--- src/rtl/swc_pkg.sv ---
package swc_pkg;
  typedef enum logic [1:0] {
    ST_RUN    = 2'd0,
    ST_STOP   = 2'd1,
    ST_OWCHK  = 2'd2,
    ST_SETTLE = 2'd3
  } swc_state_e;

  typedef struct packed {
    logic retain;   // retention sub-mode taken at stop entry
    logic mon_off;  // monitor disabled for this stop period
  } stop_cfg_t;
endpackage

--- src/rtl/swc_dcount.sv ---
// Loadable down-counter; last is high while the count equals one.
module swc_dcount #(
  parameter int W = 8
) (
  input  logic         clk,
  input  logic         rst,
  input  logic         load,
  input  logic [W-1:0] load_val,
  input  logic         en,
  output logic         last
);
  logic [W-1:0] cnt;

  always_ff @(posedge clk) begin
    if (rst) begin
      cnt <= '0;
    end else if (load) begin
      cnt <= load_val;
    end else if (en && (cnt != '0)) begin
      cnt <= cnt - W'(1);
    end
  end

  assign last = (cnt == W'(1));
endmodule

--- src/rtl/swc_wake_merge.sv ---
// Combines all wake sources; only meaningful while the block sleeps.
module swc_wake_merge #(
  parameter int NIRQ = 4
) (
  input  logic            asleep,
  input  logic            in_owchk,
  input  logic            mon_on,
  input  logic            pfw_en,
  input  logic [NIRQ-1:0] irq_req,
  input  logic [NIRQ-1:0] irq_en,
  input  logic            vdd_lt_warn,
  input  logic            vdd_lt_rst,
  input  logic            vdd_lt_por,
  input  logic            ext_rst,
  input  logic            tmr_last,
  input  logic            ow_addressed,
  output logic            wake
);
  logic [NIRQ-1:0] irq_hit;
  logic            mon_hit;
  logic            src_any;

  genvar gi;
  generate
    for (gi = 0; gi < NIRQ; gi++) begin : g_irq
      assign irq_hit[gi] = irq_req[gi] & irq_en[gi];
    end
  endgenerate

  assign mon_hit = mon_on & ((pfw_en & vdd_lt_warn) | vdd_lt_rst);
  assign src_any = (|irq_hit) | mon_hit | vdd_lt_por | ext_rst | tmr_last
                 | (in_owchk & ow_addressed);
  assign wake    = asleep & src_any;
endmodule

--- src/rtl/stop_wake_ctrl.sv ---
module stop_wake_ctrl
  import swc_pkg::*;
#(
  parameter int NIRQ       = 4,
  parameter int TMR_W      = 16,
  parameter int SETTLE_CYC = 4,
  parameter int OW_WIN     = 8
) (
  input  logic             clk,
  input  logic             rst,
  input  logic             stop_req,
  input  logic             cfg_dret,
  input  logic             cfg_regen,
  input  logic             cfg_pfd,
  input  logic             pfw_en,
  input  logic [NIRQ-1:0]  irq_en,
  input  logic [NIRQ-1:0]  irq_req,
  input  logic [TMR_W-1:0] wake_period,
  input  logic             vdd_lt_warn,
  input  logic             vdd_lt_rst,
  input  logic             vdd_lt_por,
  input  logic             ext_rst,
  input  logic             ow_rst_pulse,
  input  logic             ow_pulse_od,
  input  logic             ow_addressed,
  input  logic             pf_clr,
  output logic             cpu_run,
  output logic             pf_flag,
  output logic             cpu_rst,
  output logic             por_req,
  output logic             mon_en,
  output logic             volatile_pd,
  output logic             ow_pwr
);
  localparam int SET_W = $clog2(SETTLE_CYC + 1);
  localparam int OW_W  = $clog2(OW_WIN + 1);

  swc_state_e st, st_nxt;
  stop_cfg_t  cfg_l;
  logic       ext_seen;
  logic       asleep, in_owchk, in_settle, wake, ow_norm;
  logic       tmr_last, set_last, ow_last;
  logic       run_fault, enter_stop, judge, ow_start;
  logic       cpu_rst_q, por_q, pf_q;

  assign asleep     = (st == ST_STOP) || (st == ST_OWCHK);
  assign in_owchk   = (st == ST_OWCHK);
  assign in_settle  = (st == ST_SETTLE);
  assign ow_norm    = ow_rst_pulse & ~ow_pulse_od;
  assign run_fault  = vdd_lt_rst | ext_rst;
  assign enter_stop = (st == ST_RUN) && stop_req && !run_fault;
  assign judge      = in_settle && set_last;
  assign ow_start   = (st == ST_STOP) && !wake && ow_norm;

  swc_wake_merge #(.NIRQ(NIRQ)) u_merge (
    .asleep      (asleep),
    .in_owchk    (in_owchk),
    .mon_on      (~cfg_l.mon_off),
    .pfw_en      (pfw_en),
    .irq_req     (irq_req),
    .irq_en      (irq_en),
    .vdd_lt_warn (vdd_lt_warn),
    .vdd_lt_rst  (vdd_lt_rst),
    .vdd_lt_por  (vdd_lt_por),
    .ext_rst     (ext_rst),
    .tmr_last    (tmr_last),
    .ow_addressed(ow_addressed),
    .wake        (wake)
  );

  // wake timer: loaded on entry, runs through stop and listening
  swc_dcount #(.W(TMR_W)) u_wake_tmr (
    .clk(clk), .rst(rst), .load(enter_stop), .load_val(wake_period),
    .en(asleep), .last(tmr_last)
  );

  // exit settle window
  swc_dcount #(.W(SET_W)) u_settle (
    .clk(clk), .rst(rst), .load(asleep && wake), .load_val(SET_W'(SETTLE_CYC)),
    .en(in_settle), .last(set_last)
  );

  // bus listening window
  swc_dcount #(.W(OW_W)) u_ow_win (
    .clk(clk), .rst(rst), .load(ow_start), .load_val(OW_W'(OW_WIN)),
    .en(in_owchk), .last(ow_last)
  );

  always_comb begin
    st_nxt = st;
    case (st)
      ST_RUN:    if (enter_stop) st_nxt = ST_STOP;
      ST_STOP:   if (wake) st_nxt = ST_SETTLE;
                 else if (ow_norm) st_nxt = ST_OWCHK;
      ST_OWCHK:  if (wake) st_nxt = ST_SETTLE;
                 else if (ow_last) st_nxt = ST_STOP;
      ST_SETTLE: if (set_last) st_nxt = ST_RUN;
      default:   st_nxt = ST_RUN;
    endcase
  end

  always_ff @(posedge clk) begin
    if (rst) begin
      st        <= ST_RUN;
      cfg_l     <= '0;
      ext_seen  <= 1'b0;
      cpu_rst_q <= 1'b0;
      por_q     <= 1'b0;
      pf_q      <= 1'b0;
    end else begin
      st <= st_nxt;
      if (enter_stop) begin
        cfg_l.retain  <= cfg_dret & ~cfg_regen;
        cfg_l.mon_off <= cfg_pfd;
      end
      if (enter_stop)
        ext_seen <= 1'b0;
      else if ((st != ST_RUN) && ext_rst)
        ext_seen <= 1'b1;
      cpu_rst_q <= ((st == ST_RUN) && run_fault)
                 || (judge && (vdd_lt_rst || ext_seen || ext_rst));
      por_q     <= vdd_lt_por || (judge && cfg_l.retain);
      if (((st == ST_RUN) || judge) && vdd_lt_warn)
        pf_q <= 1'b1;
      else if (pf_clr)
        pf_q <= 1'b0;
    end
  end

  assign cpu_run     = (st == ST_RUN);
  assign mon_en      = (st == ST_RUN) || in_settle || (asleep && !cfg_l.mon_off);
  assign ow_pwr      = (st != ST_STOP);
  assign volatile_pd = asleep && cfg_l.retain;
  assign cpu_rst     = cpu_rst_q;
  assign por_req     = por_q;
  assign pf_flag     = pf_q;
endmodule

--- config.mk ---
export PLATFORM = sky130hd
export DESIGN_NAME = stop_wake_ctrl
export DESIGN_NICKNAME = d
export VERILOG_FILES = /design/src/rtl/swc_pkg.sv /design/src/rtl/swc_dcount.sv /design/src/rtl/swc_wake_merge.sv /design/src/rtl/stop_wake_ctrl.sv
export SDC_FILE = /design/constraint.sdc
export NUM_CORES = 1
export LEC_CHECK = 0
export ABC_AREA = 1
export BUFFER_PORTS_ARGS = -buffer_cell sky130_fd_sc_hd__buf_2
export CELL_PAD_IN_SITES_DETAIL_PLACEMENT = 0
export CELL_PAD_IN_SITES_GLOBAL_PLACEMENT = 2
export CORE_ASPECT_RATIO = 1.25
export CORE_MARGIN = 1.5
export CORE_UTILIZATION = 31
export CTS_CLUSTER_SIZE = 24
export DETAILED_ROUTE_END_ITERATION = 8
export PLACE_DENSITY = 0.81
export RECOVER_POWER = 100
export SYNTH_ARGS = -nofsm -noshare
export SYNTH_HDL_FRONTEND = slang
export SYNTH_SLANG_ARGS = --single-unit
--- constraint.sdc ---
create_clock -name clk -period 3.2 [get_ports clk]
set_clock_uncertainty 0.2 [all_clocks]
set_input_delay 0.8 -clock clk [delete_from_list [all_inputs] [get_ports clk]]
set_output_delay 0.8 -clock clk [all_outputs]
set_load 0.01 [all_outputs]
# Word level (Yosys, flattened, before mapping)
# Cells that the tools add are included.
dict set report totals {
  register_bits 31
  wordCells 102
}
dict set report classes {
  add_sub_neg 3
  eq_ne 11
  mux 15
  bitwise 20
  reduce_logical 41
}
# cell n
set op_table {}
lappend op_table {{$mux W16} 2}
lappend op_table {{$eq A16 B1 Y1 const B} 1}
lappend op_table {{$logic_and A1 B1 Y1} 16}
lappend op_table {{$reduce_bool A16 Y1} 1}
lappend op_table {{$sub A16 B1 Y16 const B} 1}
lappend op_table {{$mux W2} 6}
lappend op_table {{$and A1 B1 Y1} 10}
lappend op_table {{$reduce_bool A2 Y1} 5}
lappend op_table {{$logic_or A1 B1 Y1} 8}
lappend op_table {{$mux W4} 2}
lappend op_table {{$pmux W2 S4} 1}
lappend op_table {{$or A1 B1 Y1} 7}
lappend op_table {{$mux W3} 2}
lappend op_table {{$ne A2 B1 Y1 const B} 3}
lappend op_table {{$ne A3 B3 Y1 const B} 2}
lappend op_table {{$reduce_or A2 Y1} 3}
lappend op_table {{$eq A2 B2 Y1 const B} 2}
lappend op_table {{$eq A4 B1 Y1 const B} 1}
lappend op_table {{$reduce_and A4 Y1} 1}
lappend op_table {{$reduce_bool A4 Y1} 1}
lappend op_table {{$reduce_or A4 Y1} 1}
lappend op_table {{$sub A4 B1 Y4 const B} 1}
lappend op_table {{$eq A3 B1 Y1 const B} 1}
lappend op_table {{$logic_not A1 Y1} 3}
lappend op_table {{other kinds (6)} 9}

# Logic depth before layout (Yosys ltp)
# Gate-level depths: netlist of the first run.
dict set report logic_depth {
  word_depth 13
  depth_mapped 12
  ltp_nobuf 12
}

# Modules after synthesis
# A second synthesis of the first run with hierarchy kept.
dict set report hier_totals {
  cells_unflattened 384
  area_unflattened_um2 2369.8
}
# module instances cells_per_inst area_per_inst_um2 seq_area_each_um2
set by_module_without_submodules {}
lappend by_module_without_submodules {{swc_dcount at u_wake_tmr} 1 213 1267.5 320.3}
lappend by_module_without_submodules {stop_wake_ctrl 1 76 493.0 160.2}
lappend by_module_without_submodules {{swc_dcount at u_ow_win} 1 41 296.5 80.1}
lappend by_module_without_submodules {{swc_dcount at u_settle} 1 34 231.5 60.1}
lappend by_module_without_submodules {swc_wake_merge 1 20 81.3 0.0}

# Worst setup path after synthesis of the first run
# OpenSTA, ideal clock, no wires.
dict set report synth_path {
  path_type {reg2out}
  start {reg st[1]}
  end {out volatile_pd}
  t_arrival_ns 0.947
  t_required_ns 2.200
  setup_slack_ns 1.253
  stages_incl_launch_ff 5
  n_path_buf 0
  path_cell_list {dfxtp_1 -> inv_1 -> ha_1 -> nand2_1 -> inv_1}
}
dict set report synth_between {
  elab_chain_cells 3
  word_cells_on_any_way 4
  classes_between {2 x eq/ne; 2 x reduce/logical}
}
# item line_no
set synth_lines {}
lappend synth_lines {{start: declaration} stop_wake_ctrl.sv:38} ;# swc_state_e st, st_nxt;
lappend synth_lines {{start signal: assignment} stop_wake_ctrl.sv:111} ;# st <= st_nxt;
lappend synth_lines {{$eq A2 B1 Y1 / $eq A2 B2 Y1 (equally long branches)} stop_wake_ctrl.sv:46} ;# assign asleep = (st == ST_STOP) || (st == ST_OWCHK);
lappend synth_lines {{$logic_or A1 B1 Y1 (*)} stop_wake_ctrl.sv:46}
lappend synth_lines {{$logic_and A1 B1 Y1 (*)} stop_wake_ctrl.sv:133} ;# assign volatile_pd = asleep && cfg_l.retain;
lappend synth_lines {{end: declaration} stop_wake_ctrl.sv:32} ;# output logic volatile_pd,
# Mark *: on every way between the ends. The rest lies on a longest branch, timed or not.

# Final worst setup path of the first run
# Same ends and word-level chain as after synthesis.

==> flow_summary.ini, run 1 <==
[outcome]
status = complete, no violations

[grt]
grt_use_total_pct = 16.47
grt_max_degree = 18
grt_pass1_wl_um = 8790
grt_overflow = 0
antenna_found_initial = 0
grt_pass1_vias = 1904

[setup_path]
worstPathCellList = inv_1, ha_1, nand2_1, inv_1, clkbuf_1
crit_type = flip-flop to output pin
cp_top_family = flip-flops
max_stage_delay_ns = 0.42
crit_end = volatile_pd
slowest_stage = dfxtp_1
rr_endpoint = u_wake_tmr.cnt[13]
end_kind = output pin
critical_path_depth = 5
ff2ff_path_depth = 8
crit_buf_inv = 3
worst-path-max-fanout = 6
timing.rr.start = st[0]
startpoint = st[1]
startpoint_type = flip-flop
regToRegSetupSlack_ns = 0.83
cp_data_required_time_ns = 2.20
crit_arrival_ns = 1.46
crit_top_cell = inv_1

[detailed_routing]
post_drt_via_cell_ratio = 4.650
dr.first_iter.drc_count = 73
route.detailed.drc = 0
ant_nets = 0
vias = 2032
drt-total-wl_um = 5249
wl_per_cell_um = 12.01
drt_pass1_iterations = 6

[sta]
fin_crit_sh_pct = 76.85
fmax_mhz = 406.6
period_minus_slack_ns = 2.459
worst_slew_pin_slew_ns = 0.6357
relSlewSlack_pct = 57.52
setup_ws_ns = 0.7407
tns_ns = 0
grt_setup_unrepaired = no
slew_viol_final = 0
hold_violations = 0
setup_violations = 0

[clock_tree]
path_clk_slew_ns = 0.07
numCtsBuffers = 5
htreeDepth = 2
post-cts-setup-buffer-count = 0
hold_buffers = 0
cts.repair.resized = 0
cts_root_buffer = clkbuf_8
clock_sinks = 31
clk_latency_ns = 0.28
cts_tree = yes
cts_buffer_depth = 2

[place]
dp_worst_setup_slack_ns = 0.8049
place_area_um2 = 2341
globalplace.congestion = 0.7700
io_buffers = 45
place_hpwl_um = 4010

[die]
fp.coreArea_um2 = 6246
die-area_um2 = 7073
start_util_pct = 32.63
row_count = 32
pin_count = 46
die_w_um = 75.53
die_h_um = 93.66

[run]
cap_violations = 0

[final_layout]
area_growth_pct = 19.46
fillers = 735
num_antenna_cells = 0
nets = 402
layout-drive-gt1-share_pct = 19.60
final_area_um2 = 2435

[logic_synthesis]
ys_seq_elements = 31
synth_fp_nets = 355
yosys.cell_types.count = 33
yosysTopAreaCell = dfxtp_1
synth_cells = 304
synth_warnings = 0
synth_area_per_cell_um2 = 6.705
synth_area_leaders = dfxtp_1, nand2_1, ha_1, a21oi_1, inv_1
synth_top_area_share_pct = 30.45
seq_area_frac_synth_pct = 30.45
syn-cell-area_um2 = 2038

[hold_path]
min_path_cells = 2
min_path_type = flip-flop to flip-flop

[pwr]
power.leakage_nw = 1.116
powerDensity_nw_per_um2 = 978.7
peakVddDrop_mv = 0.3421
-- cells in the mapped netlist, drive strengths merged --
cell and count:
xor2 3, inv 33, o211ai 5, nand3 22, a22oi 1, nand2 88, clkbuf 2, o21ai 14
nor3 4, nand3b 3, or2 3, xnor2 2, nor4 1, nand4 3, nor2 38, dfxtp 31
o22ai 1, o21bai 1, buf 4, a21oi 25, ha 12, a31oi 8
-- report_power, final --
| group | total (mW) | switching (mW) | internal [mW] |
|---|---|---|---|
| logic | 1.34 | 0.851 | 0.490 |
| registers | 0.634 | 0.130 | 0.504 |
| clock network | 0.407 | 0.155 | 0.252 |
-- routing by layer --
metal,vias up,wire [µm],GRT usage [%]
met1,903,2390,20.00
met4,0,36,4.911
met2,43,2615,28.65
met3,3,207,3.219
met5,-,0,0
li1,1083,-,-
-- cell families after synthesis --
group,after synthesis,share of synthesized area (%)
buffers and inverters,39,7.981
and+or+nand+nor,162,36.40
DFF,31,30.45
xor gates and xnor gates,5,2.149
adders and majority gates,12,7.366
AOI/OAI and AO/OA,55,15.65
-- metrics by stage --
step	utilization (%)	total power [mW]	hold WS, ns	std cells
2_1_floorplan	-	1.736	0.2374	304
5_1_grt	38.98	2.656	0.2824	437
3_5_place_dp	37.48	2.032	0.2511	429
4_1_cts	39.36	2.455	0.2625	437
6_report	38.98	2.383	0.2623	437
3_3_place_gp	37.48	2.036	0.2497	429
-- worst min-delay path, cell delays in order, from the launching register on --
cell	delay, ns
dfxtp_1	0.31
nand2_1	0.06
a21oi_1	0.05
-- area by class of cell --
class / count / area (µm²) / area share (%)
clock inverter: 2 / 35.03 / 1.439
tap: 85 / 106.4 / 4.368
clock buffer: 6 / 82.58 / 3.392
timing repair buffer: 46 / 224.0 / 9.198
sequential: 31 / 620.6 / 25.49
inverter: 33 / 126.4 / 5.190
multi-input combinational: 234 / 1240 / 50.92
-- placed cells by master (no fill, tap or decap), drive strengths merged --
cell / instances
xnor2: 2
o211ai: 5
nand4: 3
o22ai: 1
xor2: 3
nand3: 22
buf: 39
inv: 33
or2: 3
a21oi: 25
clkinv: 1
a22oi: 1
nor3: 4
nand2: 88
o21bai: 1
dfxtp: 31
o21ai: 14
nor2: 38
clkbuf: 13
ha: 12
a31oi: 8
nand3b: 3
nor4: 1
bufinv: 1
-- how the worst min path moves through the flow --
stage                          from         endpoint  slack (ns)
finish              u_settle.cnt[1]  u_settle.cnt[1]        0.26
global route        u_settle.cnt[1]  u_settle.cnt[1]        0.28
CTS                 u_settle.cnt[1]  u_settle.cnt[1]        0.26
detailed placement  u_settle.cnt[1]  u_settle.cnt[1]        0.25
global placement    u_ow_win.cnt[1]  u_ow_win.cnt[1]        0.25
floorplan           u_settle.cnt[1]  u_settle.cnt[1]        0.24
-- sequential cells by signal (all words and copies together) (netlist names) --
register        count
ext_seen            1
u_settle.cnt        3
st                  2
pf_flag             1
cpu_rst             1
u_ow_win.cnt        4
cfg_l               2
u_wake_tmr.cnt     16
por_req             1
Power figures use the tool's default switching activity.
==> inputs of run 2 (changes only) <==
--- a/config.mk
+++ b/config.mk
@@ -11,10 +11,10 @@
 export CELL_PAD_IN_SITES_GLOBAL_PLACEMENT = 2
 export CORE_ASPECT_RATIO = 1.25
 export CORE_MARGIN = 1.5
-export CORE_UTILIZATION = 31
+export CORE_UTILIZATION = 29
 export CTS_CLUSTER_SIZE = 24
 export DETAILED_ROUTE_END_ITERATION = 8
-export PLACE_DENSITY = 0.81
+export PLACE_DENSITY = 0.77
 export RECOVER_POWER = 100
 export SYNTH_ARGS = -nofsm -noshare
 export SYNTH_HDL_FRONTEND = slang
==> constraint.sdc (replaced) <==
create_clock -name clk -period 2.4 [get_ports clk]
set_clock_uncertainty 0.2 [all_clocks]
set_input_delay 0.6 -clock clk [delete_from_list [all_inputs] [get_ports clk]]
set_output_delay 0.6 -clock clk [all_outputs]
set_load 0.01 [all_outputs]
==> flow_summary.ini, run 2 (synthesized netlist as in run 1, its figures left out) <==
[outcome]
status = complete, no violations

[setup_path]
cp_data_required_time_ns = 1.60
worst-path-max-fanout = 6
end_kind = output pin
crit_type = flip-flop to output pin
crit_arrival_ns = 1.45
startpoint_type = flip-flop

[detailed_routing]
drt_pass1_iterations = 4
dr.first_iter.drc_count = 92
ant_nets = 0
wl_per_cell_um = 12.16
vias = 2042
route.detailed.drc = 0
post_drt_via_cell_ratio = 4.620
drt-total-wl_um = 5376

[die]
pin_count = 46
die_w_um = 77.99
die-area_um2 = 7543
fp.coreArea_um2 = 6892
die_h_um = 96.73
start_util_pct = 29.58
row_count = 34

[hold_path]
min_path_type = flip-flop to flip-flop

[sta]
worst_slew_pin_slew_ns = 0.4893
hold_violations = 0
relSlewSlack_pct = 67.34
grt_setup_unrepaired = no
fin_crit_sh_pct = 93.87
tns_ns = 0
setup_violations = 0
slew_viol_final = 0
fmax_mhz = 443.9
setup_ws_ns = 0.1470
period_minus_slack_ns = 2.253

[pwr]
power.leakage_nw = 1.094
powerDensity_nw_per_um2 = 1256
peakVddDrop_mv = 0.4329

[clock_tree]
cts_root_buffer = clkbuf_8
cts_tree = yes
cts.repair.resized = 0
clock_sinks = 31
cts_buffer_depth = 2
path_clk_slew_ns = 0.06
post-cts-setup-buffer-count = 0
clk_latency_ns = 0.29
hold_buffers = 0
htreeDepth = 2
numCtsBuffers = 5

[final_layout]
num_antenna_cells = 0
final_cells = 442
layout_commonest_cell = nand2_1
final_area_um2 = 2399
nets = 404
largest-register = u_wake_tmr.cnt
top_regs = u_wake_tmr.cnt (16), u_ow_win.cnt (4), u_settle.cnt (3)
largest_reg_flops = 16
layout-drive-gt1-share_pct = 19.03
area_growth_pct = 17.68
layout_common_cells = nand2_1, buf_2, inv_1, dfxtp_1, nor2_1

[grt]
antenna_found_initial = 0
grt_max_degree = 19
grt_overflow = 0
grt_pass1_vias = 1991
grt_pass1_wl_um = 9190
grt_use_total_pct = 15.37

[run]
cap_violations = 0

[place]
io_buffers = 45
dp.cells = 436
place_area_um2 = 2362
place_hpwl_um = 4113
globalplace.congestion = 0.7749
dp_worst_setup_slack_ns = 0.3416
==> run 2: through the flow <==
stage	total power [mW]	util (%)	hold slack, ns
2_1_floorplan	2.314	-	0.2374
4_1_cts	3.133	35.33	0.2678
3_3_place_gp	2.747	34.28	0.2504
3_5_place_dp	2.733	34.28	0.2592
6_report	3.012	34.80	0.2622
5_1_grt	3.405	34.80	0.2873
==> run 2: worst paths after layout <==
check                                     start           endpoint  slack, ns  cells after the start
worst max-delay path                      st[1]        volatile_pd       0.15                      5
worst min-delay path            u_ow_win.cnt[1]    u_ow_win.cnt[1]       0.26                      2
worst max register to register            st[1]  u_wake_tmr.cnt[9]       0.31                      9
worst min register to register  u_ow_win.cnt[1]    u_ow_win.cnt[1]       0.26                      2
==> run 2: power breakdown <==
part	total (mW)	switching (mW)	internal, mW
clock	0.385	0.192	0.193
combinational	1.78	1.14	0.649
sequential	0.842	0.170	0.673
==> run 2: area by class of cell <==
type                    instances  area [µm²]
fillers                       797        4493
multi-input cells             234        1232
flip-flops and latches         31       620.6
repair buffers                 48       236.5
inverters                      33       123.9
well taps                      90       112.6
clock buffers                   6       72.57
==> run 2: routing by layer <==
metal	share of wire [%]	vias up	wire (µm)	global-route usage, %
met3	3.6	9	194	2.264
met2	49	45	2655	26.15
met1	45	903	2398	18.58
li1	-	1085	-	-
met4	2.4	0	127	7.692
met5	0	-	0	0
==> run 2: critical path, cell delays in order (launching register included) <==
cell and delay (ns):
dfxtp_1 0.41, inv_1 0.11, ha_1 0.39, nand2_1 0.08, inv_1 0.05, clkbuf_1 0.14
